--- config.mk ---
export PLATFORM = sky130hd
export DESIGN_NAME = ctrl_reset_seq
export DESIGN_NICKNAME = d
export VERILOG_FILES = /design/src/rtl/ctrl_reset_pkg.sv /design/src/rtl/ctrl_reset_ctrl.sv /design/src/rtl/ctrl_reset_path.sv /design/src/rtl/ctrl_reset_seq.sv
export SDC_FILE = /design/constraint.sdc
export NUM_CORES = 1
export LEC_CHECK = 0
export BUFFER_PORTS_ARGS = -buffer_cell sky130_fd_sc_hd__buf_2
export CAP_MARGIN = 20
export CELL_PAD_IN_SITES_DETAIL_PLACEMENT = 1
export CELL_PAD_IN_SITES_GLOBAL_PLACEMENT = 1
export CORE_AREA = 4 4 41 43
export DETAILED_ROUTE_END_ITERATION = 12
export DIE_AREA = 0 0 45 47
export PLACE_DENSITY_LB_ADDON = 0.1
export SLEW_MARGIN = 20
export SYNTH_ARGS = -nofsm -noshare
export SYNTH_HDL_FRONTEND = slang
export SYNTH_SLANG_ARGS = --single-unit
--- constraint.sdc ---
create_clock -name clk -period 1.6 [get_ports clk]
set_clock_uncertainty 0.15 [all_clocks]
set_input_delay 0.16 -clock clk [delete_from_list [all_inputs] [get_ports clk]]
set_output_delay 0.16 -clock clk [all_outputs]
set_load 0.01 [all_outputs]
--- src/rtl/ctrl_reset_pkg.sv ---
package ctrl_reset_pkg;
  // Reset requests from the control side, one per source.
  typedef struct packed {
    logic pinHold;
    logic outHold;
    logic rateHold;
  } rstReq_t;
endpackage

--- src/rtl/ctrl_reset_ctrl.sv ---
module ctrl_reset_ctrl
  import ctrl_reset_pkg::*;
#(
  parameter int SYNC_STAGES = 2,
  parameter int RATE_HOLD   = 4
) (
  input  logic    clk,
  input  logic    porN,
  input  logic    hwRstN,
  input  logic    outWrEn,
  input  logic    outWrBit,
  input  logic    rateWrEn,
  input  logic    rateWrBit,
  output rstReq_t req,
  output logic    outBit,
  output logic    rateBusy
);
  localparam int CNT_W = $clog2(RATE_HOLD + 1);

  logic [SYNC_STAGES-1:0] pinSync;
  logic [CNT_W-1:0]       rateCnt;

  // Pin synchronizer; held in reset while power-on is active.
  generate
    if (SYNC_STAGES == 1) begin : g_sync1
      always_ff @(posedge clk or negedge porN)
        if (!porN) pinSync <= '1;
        else       pinSync <= ~hwRstN;
    end else begin : g_syncN
      always_ff @(posedge clk or negedge porN)
        if (!porN) pinSync <= '1;
        else       pinSync <= {pinSync[SYNC_STAGES-2:0], ~hwRstN};
    end
  endgenerate

  // Latched, active-low output-register reset bit; the pin forces it low.
  always_ff @(posedge clk or negedge porN)
    if (!porN)                     outBit <= 1'b0;
    else if (pinSync[SYNC_STAGES-1]) outBit <= 1'b0;
    else if (outWrEn)              outBit <= outWrBit;

  // Self-clearing data-rate reset: a countdown started by a write of 1.
  always_ff @(posedge clk or negedge porN)
    if (!porN)                     rateCnt <= '0;
    else if (rateWrEn && rateWrBit) rateCnt <= CNT_W'(RATE_HOLD);
    else if (rateCnt != '0)        rateCnt <= rateCnt - CNT_W'(1);

  assign rateBusy     = (rateCnt != '0);
  assign req.pinHold  = pinSync[SYNC_STAGES-1];
  assign req.outHold  = ~outBit;
  assign req.rateHold = rateBusy;
endmodule

--- src/rtl/ctrl_reset_path.sv ---
module ctrl_reset_path
  import ctrl_reset_pkg::*;
(
  input  logic    clk,
  input  logic    porN,
  input  rstReq_t req,
  output logic    coreRst,
  output logic    regRst,
  output logic    timingRst,
  output logic    wakeUp,
  output logic    cfgClr
);
  logic coreNext;

  // The latched output reset dominates simply by being an OR term that
  // outlives the countdown.
  assign coreNext = req.pinHold | req.outHold | req.rateHold;

  always_ff @(posedge clk or negedge porN)
    if (!porN) begin
      coreRst   <= 1'b1;
      regRst    <= 1'b1;
      timingRst <= 1'b1;
      wakeUp    <= 1'b1;
      cfgClr    <= 1'b0;
    end else begin
      coreRst   <= coreNext;
      regRst    <= req.pinHold;
      timingRst <= 1'b0;
      wakeUp    <= coreNext & ~coreRst;
      cfgClr    <= ~coreNext & coreRst;
    end
endmodule

--- src/rtl/ctrl_reset_seq.sv ---
module ctrl_reset_seq
  import ctrl_reset_pkg::*;
#(
  parameter int SYNC_STAGES = 2,
  parameter int RATE_HOLD   = 4
) (
  input  logic clk,
  input  logic porN,
  input  logic hwRstN,
  input  logic outWrEn,
  input  logic outWrBit,
  input  logic rateWrEn,
  input  logic rateWrBit,
  output logic coreRst,
  output logic regRst,
  output logic timingRst,
  output logic wakeUp,
  output logic cfgClr,
  output logic outRstBitRd,
  output logic rateRstBitRd
);
  rstReq_t req;

  ctrl_reset_ctrl #(.SYNC_STAGES(SYNC_STAGES), .RATE_HOLD(RATE_HOLD)) i_ctrl (
    .clk      (clk),
    .porN     (porN),
    .hwRstN   (hwRstN),
    .outWrEn  (outWrEn),
    .outWrBit (outWrBit),
    .rateWrEn (rateWrEn),
    .rateWrBit(rateWrBit),
    .req      (req),
    .outBit   (outRstBitRd),
    .rateBusy (rateRstBitRd)
  );

  ctrl_reset_path i_path (
    .clk      (clk),
    .porN     (porN),
    .req      (req),
    .coreRst  (coreRst),
    .regRst   (regRst),
    .timingRst(timingRst),
    .wakeUp   (wakeUp),
    .cfgClr   (cfgClr)
  );
endmodule

==> metrics.csv <==
metric,value,unit
wire length after detailed routing,862,um
Crit Reg-Reg Endpoint,i_path.cfgClr,
syn avg cell area,13.9,um^2
overall via count from detail_route,297,
startpoint of the most critical register-to-register path,i_ctrl.rateCnt[0],
ranking of synthesized cells by area,"dfstp_2 37%, dfrtp_1 29%, ha_1 5.8%, nor3b_4 4.3%, inv_1 3.5%",
count of buffering cells on the critical path with inverters included,2,
final core utilization,45.7,%
worst setup slack after layout,82.3,ps
cell type contributing the most total cell area after synthesis,dfstp_2,
kind of cell adding the most delay to the critical path,flip-flops,
flop and latch count out of synthesis,11,
depth of the most critical reg-to-reg path,5,
Power per Cell Area,1400,nW/um^2
series of cell instances along the critical path,"inv_1, ha_2, nand2b_4, buf_2",
WHS,10.9,ps
multi-input combinational cell area,136,um^2
"commonest cells after routing, fill and taps aside","13 x buf_2, 6 x dfstp_2, 5 x dlygate4sd3_1, 5 x dfrtp_1",
RSZ-0062 raised after global routing,false,
buffer levels on the longest clock path,2,
non-filler instance count after layout,68,
max-cap viol count,0,
area of the die,2120,um^2
iteration count of the initial detailed-routing pass,1,
synth-to-layout area growth,37.7,%
nets,63,
global-route usage over all layers,10.3,%
Port Buf Inserts,13,
top cell type's share of synthesized area,36.5,%
peak supply drop,570,uV
layout cells sized above 1,49.1,%
number of clock sinks,11,
via count of the first global-routing pass,316,
"most common cell after layout, fill and taps aside",buf_2,
summed area of non-filler cells in the final layout,594,um^2
number of placement rows,13,
H-tree levels,1,
CTS root buffer,clkbuf_4,
post-route fraction of the period consumed by the critical path,94.9,%
Routability Congestion,0.658,
leakage power summed over all cells,0.293,nW
antenna-violating nets left,0,
count of unique library cells instantiated by Yosys,15,
Syn Std Cell Area,432,um^2
nature of the critical path startpoint,flop,
result of the run,"finished, final reports clean",
grt ovf,0,
Placeable Area,1300,um^2
maximum fanout along the worst path,5,
largest net degree at the start of global routing,12,
DRC violation count after routing,0,
worst hold path startpoint,outWrEn,
dpl cells,59,
Final Slew Violations,0,
number of cells produced by synthesis,31,
antenna violations before repair,0,
clock network latency to the later pin of the worst-skew pair,270,ps
standard cell area after detailed placement,515,um^2
worst reg2reg setup slack,220,ps
min cycle time layout,1520,ps
Worst path depth,4,
worst setup timing slack at the placement stage,186,ps
post-synthesis sequential area ratio,65.5,%
worst hold path stage count,3,
first-pass GRT wire length,1420,um
endpoints failing setup,0,
via count normalized by instance count,4.37,
number of diodes added for antenna fixing,0,
Sequential Area,283,um^2
average detailed-routed wire length per instance,12.7,um
die span in x,45,um
Crit Path Category,reg2out,
aggregate negative setup slack,0,ps
fmax,659,MHz
CTS tree,done,
Filler cells,151,
cts bufs inserted,3,
crit end category,primary output,
Detailed Route Iter0 Violations,0,
number of endpoints with negative hold slack in the final report,0,
Min-Delay Path Class,in2reg,
Die Y-Extent,47,um
synth warn,0,
effective utilization at floorplan,33.2,%
hold worst-path end,i_ctrl.outBit,
slowest cell on the critical path,dfrtp_1,
clock-pin slew on the worst setup and hold paths,70,ps
number of nets produced by synthesis,40,
Required @ worst endpoint,1290,ps
critical path arrival,1210,ps
Power Total,0.833,mW
IO Count,14,
Crit path largest cell delay,390,ps
-- worst max path at each step --
stage,start,to
6_report,i_ctrl.rateCnt[0],rateRstBitRd
5_1_grt,i_ctrl.rateCnt[0],rateRstBitRd
4_1_cts,i_ctrl.rateCnt[0],rateRstBitRd
3_5_place_dp,i_ctrl.rateCnt[0],i_path.cfgClr
3_3_place_gp,i_ctrl.rateCnt[0],i_path.cfgClr
2_1_floorplan,i_ctrl.rateCnt[0],i_path.cfgClr
-- cells by family (layout without fill, tap and decap cells) --
| group | after synthesis | in the layout | synth area share [%] |
|---|---|---|---|
| AND/OR/NAND/NOR | 8 | 8 | 14.5 |
| multiplexers | 1 | 1 | 2.32 |
| XOR/XNOR | 1 | 1 | 2.03 |
| adder cells (fa/ha/maj) | 2 | 2 | 5.80 |
| buffers and inverters | 4 | 26 | 3.48 |
| AO/OA/AOI/OAI | 3 | 3 | 5.51 |
| flip-flops | 11 | 11 | 65.5 |
| other | 1 | 1 | 0.869 |
-- worst reg2reg max path, cell delays in order (launching register included) --
cell	delay, ps
dfrtp_1	390
inv_1	90
ha_2	220
nand2b_4	90
nor3b_4	210
and2_1	160
-- layer usage --
| layer | global-route usage, % | vias up | part of all wire, % |
|---|---|---|---|
| met2 | 17.8 | 10 | 58 |
| met4 | 8.77 | 0 | 2.0 |
| met1 | 10.5 | 145 | 34 |
| li1 | - | 140 | - |
| met5 | 0 | - | 0 |
| met3 | 2.30 | 2 | 6.3 |
-- synth_stat cells, drive strengths merged --
library cell	instances
a21oi	1
a221o	1
a221oi	1
and2	1
conb	1
dfrtp	5
dfstp	6
ha	2
inv	4
mux2i	1
nand2b	1
nor2	4
nor2b	1
nor3b	1
xnor2	1
-- layout make-up --
cell class              instances  area share [%]
flip-flops and latches         11            47.6
multi-input cells              16            22.9
inverters                       4            2.53
repair buffers                 18            19.4
clock buffers                   4            4.42
well taps                      15            3.16
-- state kept, by name (all words and copies together) (netlist names) --
name,cells
i_ctrl.rateCnt,3
i_ctrl.pinSync,2
i_ctrl.outBit,1
i_path.cfgClr,1
i_path.coreRst,1
i_path.regRst,1
i_path.timingRst,1
i_path.wakeUp,1
-- power by group --
part | internal, mW | switching, mW | total [mW]
clock network | 0.0966 | 0.0948 | 0.191
registers | 0.333 | 0.0326 | 0.366
logic | 0.139 | 0.136 | 0.275
total | 0.569 | 0.264 | 0.833
-- repair_timing --
item | 4_1_cts | 5_1_grt
hold endpoints to repair | 16 | 0
gates resized for setup | 0 | 1
setup buffers | 0 | 0
hold buffers | 5 | 0
setup endpoints to repair | 0 | 1
Note: power is estimated with default switching activity, not from simulation.
